`config.mk`:
```
export PLATFORM = sky130hd
export DESIGN_NAME = wdt_apb_top
export DESIGN_NICKNAME = d
export VERILOG_FILES = /design/src/rtl/wdt_pkg.sv /design/src/rtl/wdt_counter.sv /design/src/rtl/wdt_regfile.sv /design/src/rtl/wdt_apb_top.sv
export SDC_FILE = /design/constraint.sdc
export NUM_CORES = 1
export LEC_CHECK = 0
export ABC_AREA = 1
export BUFFER_PORTS_ARGS = -buffer_cell sky130_fd_sc_hd__buf_2
export CAP_MARGIN = 20
export CORE_UTILIZATION = 38
export DETAILED_ROUTE_END_ITERATION = 8
export PLACE_DENSITY_LB_ADDON = 0.3
export SETUP_SLACK_MARGIN = 0.4
export SYNTH_ARGS = -nofsm -noshare
export SYNTH_HDL_FRONTEND = slang
export SYNTH_SLANG_ARGS = --single-unit
```
`constraint.sdc`:
```
create_clock -name pclk -period 2 [get_ports pclk]
set_clock_uncertainty 0.05 [all_clocks]
set_input_delay 0.3 -clock pclk [delete_from_list [all_inputs] [get_ports pclk]]
set_output_delay 0.3 -clock pclk [all_outputs]
set_load 0.05 [all_outputs]
```
`src/rtl/wdt_pkg.sv`:
```
package wdt_pkg;
    typedef enum logic [1:0] {
        COUNTING    = 2'd0,
        RELOAD_WAIT = 2'd1,
        HALTED      = 2'd2
    } cnt_state_e;

    localparam logic [11:0] OFF_RELOAD = 12'h000;
    localparam logic [11:0] OFF_COUNT  = 12'h004;
    localparam logic [11:0] OFF_ENABLE = 12'h008;
    localparam logic [11:0] OFF_ACK    = 12'h00C;
    localparam logic [11:0] OFF_RAW    = 12'h010;
    localparam logic [11:0] OFF_MASKED = 12'h014;
    localparam logic [11:0] OFF_KEY    = 12'hC00;
    localparam logic [11:0] OFF_TCTL   = 12'hF00;
    localparam logic [11:0] OFF_TOUT   = 12'hF04;
    localparam logic [11:0] OFF_ID_LO  = 12'hFD0;
    localparam logic [11:0] OFF_ID_HI  = 12'hFFC;
    localparam logic [31:0] UNLOCK_KEY = 32'h1ACCE551;

    function automatic logic [7:0] id_byte(input logic [3:0] idx);
        unique case (idx)
            4'd0:    return 8'h04;
            4'd4:    return 8'h24;
            4'd5:    return 8'hB8;
            4'd6:    return 8'h1B;
            4'd8:    return 8'h0D;
            4'd9:    return 8'hF0;
            4'd10:   return 8'h05;
            4'd11:   return 8'hB1;
            default: return 8'h00;
        endcase
    endfunction
endpackage

```
`src/rtl/wdt_counter.sv`:
```
module wdt_counter
    import wdt_pkg::*;
#(
    parameter int CNT_W = 32
) (
    input  logic             clk,
    input  logic             rst_n,
    input  logic             tick,
    input  logic             load_wr,
    input  logic             ack_wr,
    input  logic [CNT_W-1:0] wdata,
    output logic [CNT_W-1:0] cnt,
    output logic [CNT_W-1:0] reload,
    output logic             raw_irq,
    output logic             rst_stat,
    output logic             halted
);
    localparam logic [CNT_W-1:0] ONE = CNT_W'(1);

    cnt_state_e       st_q, st_d;
    logic [CNT_W-1:0] cnt_q, cnt_d, rl_q, rl_d;
    logic             raw_q, raw_d, rs_q, rs_d;
    logic             at_end;

    assign at_end = (cnt_q == ONE) || (cnt_q == '0);

    always_ff @(posedge clk or negedge rst_n) begin
        if (!rst_n) begin
            st_q  <= COUNTING;
            cnt_q <= '1;
            rl_q  <= '1;
            raw_q <= 1'b0;
            rs_q  <= 1'b0;
        end else begin
            st_q  <= st_d;
            cnt_q <= cnt_d;
            rl_q  <= rl_d;
            raw_q <= raw_d;
            rs_q  <= rs_d;
        end
    end

    always_comb begin
        st_d  = st_q;
        cnt_d = cnt_q;
        rl_d  = rl_q;
        raw_d = raw_q;
        rs_d  = rs_q;
        if (load_wr) begin
            rl_d  = wdata;
            cnt_d = wdata;
            st_d  = COUNTING;
        end else if (ack_wr) begin
            raw_d = 1'b0;
            cnt_d = rl_q;
            if (st_q != HALTED) st_d = COUNTING;
        end else if (tick) begin
            unique case (st_q)
                COUNTING: begin
                    if (at_end) begin
                        cnt_d = '0;
                        if (!raw_q) begin
                            raw_d = 1'b1;
                            st_d  = RELOAD_WAIT;
                        end else begin
                            rs_d = 1'b1;
                            st_d = HALTED;
                        end
                    end else begin
                        cnt_d = cnt_q - ONE;
                    end
                end
                RELOAD_WAIT: begin
                    cnt_d = rl_q;
                    st_d  = COUNTING;
                end
                HALTED: ;
                default: st_d = COUNTING;
            endcase
        end
    end

    assign cnt      = cnt_q;
    assign reload   = rl_q;
    assign raw_irq  = raw_q;
    assign rst_stat = rs_q;
    assign halted   = (st_q == HALTED);
endmodule

```
`src/rtl/wdt_regfile.sv`:
```
module wdt_regfile
    import wdt_pkg::*;
#(
    parameter int CNT_W       = 32,
    parameter int ADDR_W      = 12,
    parameter bit STICKY_CTRL = 1'b0
) (
    input  logic              clk,
    input  logic              rst_n,
    input  logic              wr,
    input  logic [ADDR_W-1:0] addr,
    input  logic [31:0]       wdata,
    input  logic [CNT_W-1:0]  cnt,
    input  logic [CNT_W-1:0]  reload,
    input  logic              raw_irq,
    input  logic              rst_stat,
    output logic              load_wr,
    output logic              ack_wr,
    output logic [1:0]        enable,
    output logic              locked,
    output logic              tmode,
    output logic [31:0]       rdata,
    output logic              irq_o,
    output logic              rst_req_o
);
    localparam bit TEST_REGS = !STICKY_CTRL;

    logic [11:0] a;
    logic        wr_ok, en_frozen;
    logic [1:0]  en_q, tout_q;
    logic        lock_q, tctl_q;
    logic [3:0]  id_idx;
    logic [11:0] id_off;

    assign a         = {addr[11:2], 2'b00};
    assign wr_ok     = wr && (!lock_q || a == OFF_KEY);
    assign load_wr   = wr_ok && (a == OFF_RELOAD);
    assign ack_wr    = wr_ok && (a == OFF_ACK);
    assign en_frozen = STICKY_CTRL && en_q[0];

    always_ff @(posedge clk or negedge rst_n) begin
        if (!rst_n) begin
            en_q   <= 2'b00;
            lock_q <= 1'b0;
            tctl_q <= 1'b0;
            tout_q <= 2'b00;
        end else if (wr_ok) begin
            if (a == OFF_ENABLE && !en_frozen) en_q <= wdata[1:0];
            if (a == OFF_KEY) lock_q <= (wdata != UNLOCK_KEY);
            if (TEST_REGS && a == OFF_TCTL) tctl_q <= wdata[0];
            if (TEST_REGS && a == OFF_TOUT) tout_q <= wdata[1:0];
        end
    end

    assign id_off = a - OFF_ID_LO;
    assign id_idx = id_off[5:2];

    always_comb begin
        rdata = '0;
        if (a >= OFF_ID_LO && a <= OFF_ID_HI) begin
            rdata = {24'd0, id_byte(id_idx)};
        end else begin
            unique case (a)
                OFF_RELOAD: rdata = 32'(reload);
                OFF_COUNT:  rdata = 32'(cnt);
                OFF_ENABLE: rdata = {30'd0, en_q};
                OFF_RAW:    rdata = {31'd0, raw_irq};
                OFF_MASKED: rdata = {31'd0, raw_irq & en_q[0]};
                OFF_KEY:    rdata = {31'd0, lock_q};
                OFF_TCTL:   rdata = TEST_REGS ? {31'd0, tctl_q} : 32'd0;
                default:    rdata = '0;
            endcase
        end
    end

    assign irq_o     = tctl_q ? tout_q[1] : (raw_irq & en_q[0]);
    assign rst_req_o = tctl_q ? tout_q[0] : (rst_stat & en_q[1]);
    assign enable    = en_q;
    assign locked    = lock_q;
    assign tmode     = tctl_q;
endmodule

```
`src/rtl/wdt_apb_top.sv`:
```
module wdt_apb_top #(
    parameter int CNT_W       = 32,
    parameter int ADDR_W      = 12,
    parameter bit STICKY_CTRL = 1'b0
) (
    input  logic              pclk,
    input  logic              presetn,
    input  logic              tick_en,
    input  logic              psel,
    input  logic              penable,
    input  logic              pwrite,
    input  logic [ADDR_W-1:0] paddr,
    input  logic [31:0]       pwdata,
    output logic [31:0]       prdata,
    output logic              pready,
    output logic              pslverr,
    output logic              irq_o,
    output logic              rst_req_o
);
    logic             bus_wr, load_wr, ack_wr;
    logic [CNT_W-1:0] cnt_w, reload_w;
    logic             raw_w, rstat_w, halted_w, lock_w, tmode_w;
    logic [1:0]       enable_w;

    assign bus_wr  = psel && penable && pwrite;
    assign pready  = 1'b1;
    assign pslverr = 1'b0;

    wdt_counter #(.CNT_W(CNT_W)) u_cnt (
        .clk(pclk), .rst_n(presetn), .tick(tick_en),
        .load_wr(load_wr), .ack_wr(ack_wr), .wdata(pwdata[CNT_W-1:0]),
        .cnt(cnt_w), .reload(reload_w), .raw_irq(raw_w),
        .rst_stat(rstat_w), .halted(halted_w)
    );

    wdt_regfile #(.CNT_W(CNT_W), .ADDR_W(ADDR_W), .STICKY_CTRL(STICKY_CTRL)) u_regs (
        .clk(pclk), .rst_n(presetn), .wr(bus_wr), .addr(paddr), .wdata(pwdata),
        .cnt(cnt_w), .reload(reload_w), .raw_irq(raw_w), .rst_stat(rstat_w),
        .load_wr(load_wr), .ack_wr(ack_wr), .enable(enable_w), .locked(lock_w),
        .tmode(tmode_w), .rdata(prdata), .irq_o(irq_o), .rst_req_o(rst_req_o)
    );
endmodule

```
==> summary.json <==
{
  "hold_path.class": {"value": "in2reg"},
  "synthTopCellsByArea": {"value": "dfstp_2 (32%), nand2_1 (16%), nor2_1 (11%)"},
  "detail_route.iter0.violations": {"value": 563},
  "syn-mean-instance-area": {"value": 6.61, "unit": "µm²"},
  "critPathKind": {"value": "in2out"},
  "cp_data_arrival_time": {"value": 1740, "unit": "ps"},
  "route.antenna.remaining_nets": {"value": 0},
  "violated_checks": {"value": "setup timing"},
  "post_synth_edffs": {"value": 0},
  "number_of_primary_i_o_pins": {"value": 86},
  "final_critical_path_setup_slack": {"value": -88.1, "unit": "ps"},
  "tritoncts.num_buffers": {"value": 9},
  "grt_start_max_net_pins": {"value": 75},
  "ys_warn_count": {"value": 0},
  "cts.path.max_buffers": {"value": 2},
  "synth_seq_area_share": {"value": 36.7, "unit": "%"},
  "place.detailed.hpwl": {"value": 12200, "unit": "µm"},
  "post_dp_cell_area": {"value": 6740, "unit": "µm²"},
  "peak_supply_drop": {"value": 0.391, "unit": "mV"},
  "power": {"value": 6950, "unit": "µW"},
  "power_density": {"value": 727, "unit": "nW/µm²"},
  "grt_overflow": {"value": 0},
  "drive_above_1_share": {"value": 58.0, "unit": "%"},
  "start_util": {"value": 39.3, "unit": "%"},
  "critPathSlowestCell": {"value": "nor2_4"},
  "min_period": {"value": 2090, "unit": "ps"},
  "postLayoutCellArea": {"value": 9560, "unit": "µm²"},
  "tritoncts": {"value": "built"},
  "fin_nets": {"value": 1066},
  "die_x": {"value": 120, "unit": "µm"},
  "finalWirelength": {"value": 22800, "unit": "µm"},
  "final_count_of_hold_timing_violations": {"value": 0},
  "path_max_fanout": {"value": 6},
  "timing_worst_slew_pin_value": {"value": 500, "unit": "ps"},
  "multiInputGateArea": {"value": 4350, "unit": "µm²"},
  "antenna-diode-count": {"value": 0},
  "fmax": {"value": 479, "unit": "MHz"},
  "slowest_delay": {"value": 220, "unit": "ps"},
  "mappedNetlistNets": {"value": 856},
  "grt_first_pass_wirelength": {"value": 31400, "unit": "µm"},
  "route.detailed.vias_per_inst": {"value": 5.56},
  "fill_cells": {"value": 920},
  "timing.critical_path.from_type": {"value": "input pin"},
  "synthesized_cell_area": {"value": 5260, "unit": "µm²"},
  "final.period_utilization": {"value": 104, "unit": "%"},
  "synth_ff_type": {"value": "dfstp_2"},
  "synth.ff_latch_count": {"value": 74},
  "ys_async_sr_fraction": {"value": 100, "unit": "%"},
  "htree_levels": {"value": 3},
  "detailedRoute.firstPassIterationCount": {"value": 5},
  "chipHeight": {"value": 120, "unit": "µm"},
  "clock_tree.root_cell": {"value": "clkbuf_16"},
  "remaining_drc_errors": {"value": 0},
  "placement.io_buffers": {"value": 81},
  "synthCells": {"value": 796},
  "timing.final.setup_violations": {"value": 44},
  "yosys.cell_count.top_type": {"value": "nand2_1"},
  "die_area": {"value": 14300, "unit": "µm²"},
  "number_of_antenna_violations_at_the_first_check_in_global_routing": {"value": 0},
  "gr-usage-all-layers": {"value": 28.8, "unit": "%"},
  "synth.lib_cells_used.distinct": {"value": 38},
  "layout.area.seq": {"value": 1930, "unit": "µm²"},
  "power_leakage": {"value": 0.00484, "unit": "µW"},
  "crit_chain": {"value": "buf_8, clkinvlp_4, ha_4, nand2_4, inv_2, nand3_2, nor2_4, clkinv_4, buf_6, o22ai_4, buf_6"},
  "maxSlewHeadroom": {"value": 66.4, "unit": "%"},
  "synth.largest_area_cell": {"value": "dfstp_2"},
  "final_max_slew_viol_count": {"value": 0},
  "layout.core_utilization": {"value": 71.3, "unit": "%"},
  "clk-insertion-delay-late": {"value": 360, "unit": "ps"},
  "timing.critical_path.required": {"value": 1650, "unit": "ps"},
  "finalHoldWorstSlack": {"value": 105, "unit": "ps"},
  "netlist.area_leader.share": {"value": 31.9, "unit": "%"},
  "cts.reportedPaths.clkPinSlew": {"value": 60, "unit": "ps"},
  "placement_rows": {"value": 42},
  "post_drt_wl_per_cell": {"value": 19.2, "unit": "µm"},
  "drv_cap": {"value": 0},
  "first_global_vias": {"value": 6096},
  "rsz0062_at_grt": {"value": "true"},
  "yosys-top-cells-count": {"value": "nand2_1 (218), nor2_1 (160), inv_1 (78)"},
  "clock-sinks": {"value": 74},
  "detailroute.via_count": {"value": 6594},
  "crit_path_frequent_cell": {"value": "buf_6"},
  "syn_to_final_growth": {"value": 81.6, "unit": "%"},
  "core_region": {"value": 13400, "unit": "µm²"},
  "place.gp.congestion": {"value": 0.886},
  "status": {"value": "complete, but fails checks"},
  "setup_total_negative_slack": {"value": -1640, "unit": "ps"},
  "worstSetupEndpointType": {"value": "output port"}
}
==> sequential cells by signal, summed over array words and instances (netlist names) <==
signal / count
u_cnt.cnt: 32
u_cnt.raw_irq: 1
u_cnt.reload: 32
u_cnt.rst_stat: 1
u_cnt.st_q: 2
u_regs.enable: 2
u_regs.locked: 1
u_regs.tmode: 1
u_regs.tout_q: 2
==> power by group <==
part           internal (µW)  switching [µW]  total (µW)  leakage, µW
logic                   1230            1550        2780      0.00389
clock network           1030             693        1730     0.000149
registers               1980             453        2440     0.000798
total                   4250            2700        6950      0.00484
==> layout make-up <==
class / instances / area share [%]
clock inverter: 4 / 0.511
timing repair buffer: 225 / 25.3
tap: 176 / 2.30
sequential: 74 / 20.2
inverter: 81 / 3.51
multi-input combinational: 615 / 45.5
clock buffer: 12 / 2.68
==> through the flow <==
step,setup slack [ps],instances
after floorplan,-80.1,796
after global placement,-173,1104
after detailed placement,-202,1104
after CTS,-26.3,1172
after global routing,-150,1187
final,-88.1,1187
==> worst paths after layout <==
check	slack [ps]	from	cells after the start	end
setup / recovery	-90	paddr[4]	11	prdata[16]
max in group asynchronous	1060	presetn	3	u_cnt.reload[28]$_DFFE_PN1P_
min in group asynchronous	490	presetn	3	u_regs.tout_q[0]$_DFFE_PN0P_
hold reg to reg	440	u_cnt.rst_stat$_DFFE_PN0P_	1	u_cnt.rst_stat$_DFFE_PN0P_
setup reg to reg	-50	u_cnt.cnt[0]$_DFFE_PN1P_	10	u_cnt.cnt[0]$_DFFE_PN1P_
hold / removal	100	pwdata[14]	3	u_cnt.reload[14]$_DFFE_PN1P_
==> kinds of logic after synthesis <==
group	Yosys count	share of synthesized area, %
adders and majority gates	10	2.38
xor gates and xnor gates	14	2.33
other	2	0.143
DFF	74	36.7
buffers and inverters	107	8.98
AOI/OAI and AO/OA	92	9.48
and+or+nand+nor	497	40.0
==> critical path: cells and delay by family <==
kind | cells | cell delay (ps)
AOI/OAI and AO/OA | 1 | 150
adders and majority gates | 1 | 150
buffers and inverters | 6 | 770
and+or+nand+nor | 3 | 350
==> cell usage in the layout (no fill, tap or decap), drive strengths merged, types with 2 or more instances in the layout <==
| master | count |
|---|---|
| dfrtp | 10 |
| nand3 | 74 |
| xor2 | 13 |
| clkinv | 3 |
| a21oi | 29 |
| dfstp | 64 |
| nor4 | 2 |
| nand4 | 15 |
| o22ai | 5 |
| clkbuf | 12 |
| o2111ai | 2 |
| conb | 2 |
| inv | 77 |
| nand2 | 223 |
| o21ai | 47 |
| o211ai | 3 |
| buf | 224 |
| clkinvlp | 4 |
| o221ai | 2 |
| ha | 10 |
| nor3 | 13 |
| nor2 | 168 |
==> routing by layer <==
metal | share of wire, % | up-vias | routed length (µm) | global-route usage (%)
met3 | 6.0 | 116 | 1360 | 3.52
met4 | 6.2 | 0 | 1420 | 18.1
met5 | 0 | - | 0 | 0
met1 | 39 | 3154 | 8970 | 37.3
met2 | 48 | 347 | 11000 | 45.7
li1 | - | 2977 | - | -
==> repair_timing <==
action                                  CTS  global route
hold buffers                              1             0
pin swaps                                86            57
endpoints found under the hold margin    10             0
cloned                                   11             0
endpoints found under the setup margin   92           104
setup buffers                            40            15
resized for setup                       360           127
(Power assumes the default switching activity.)
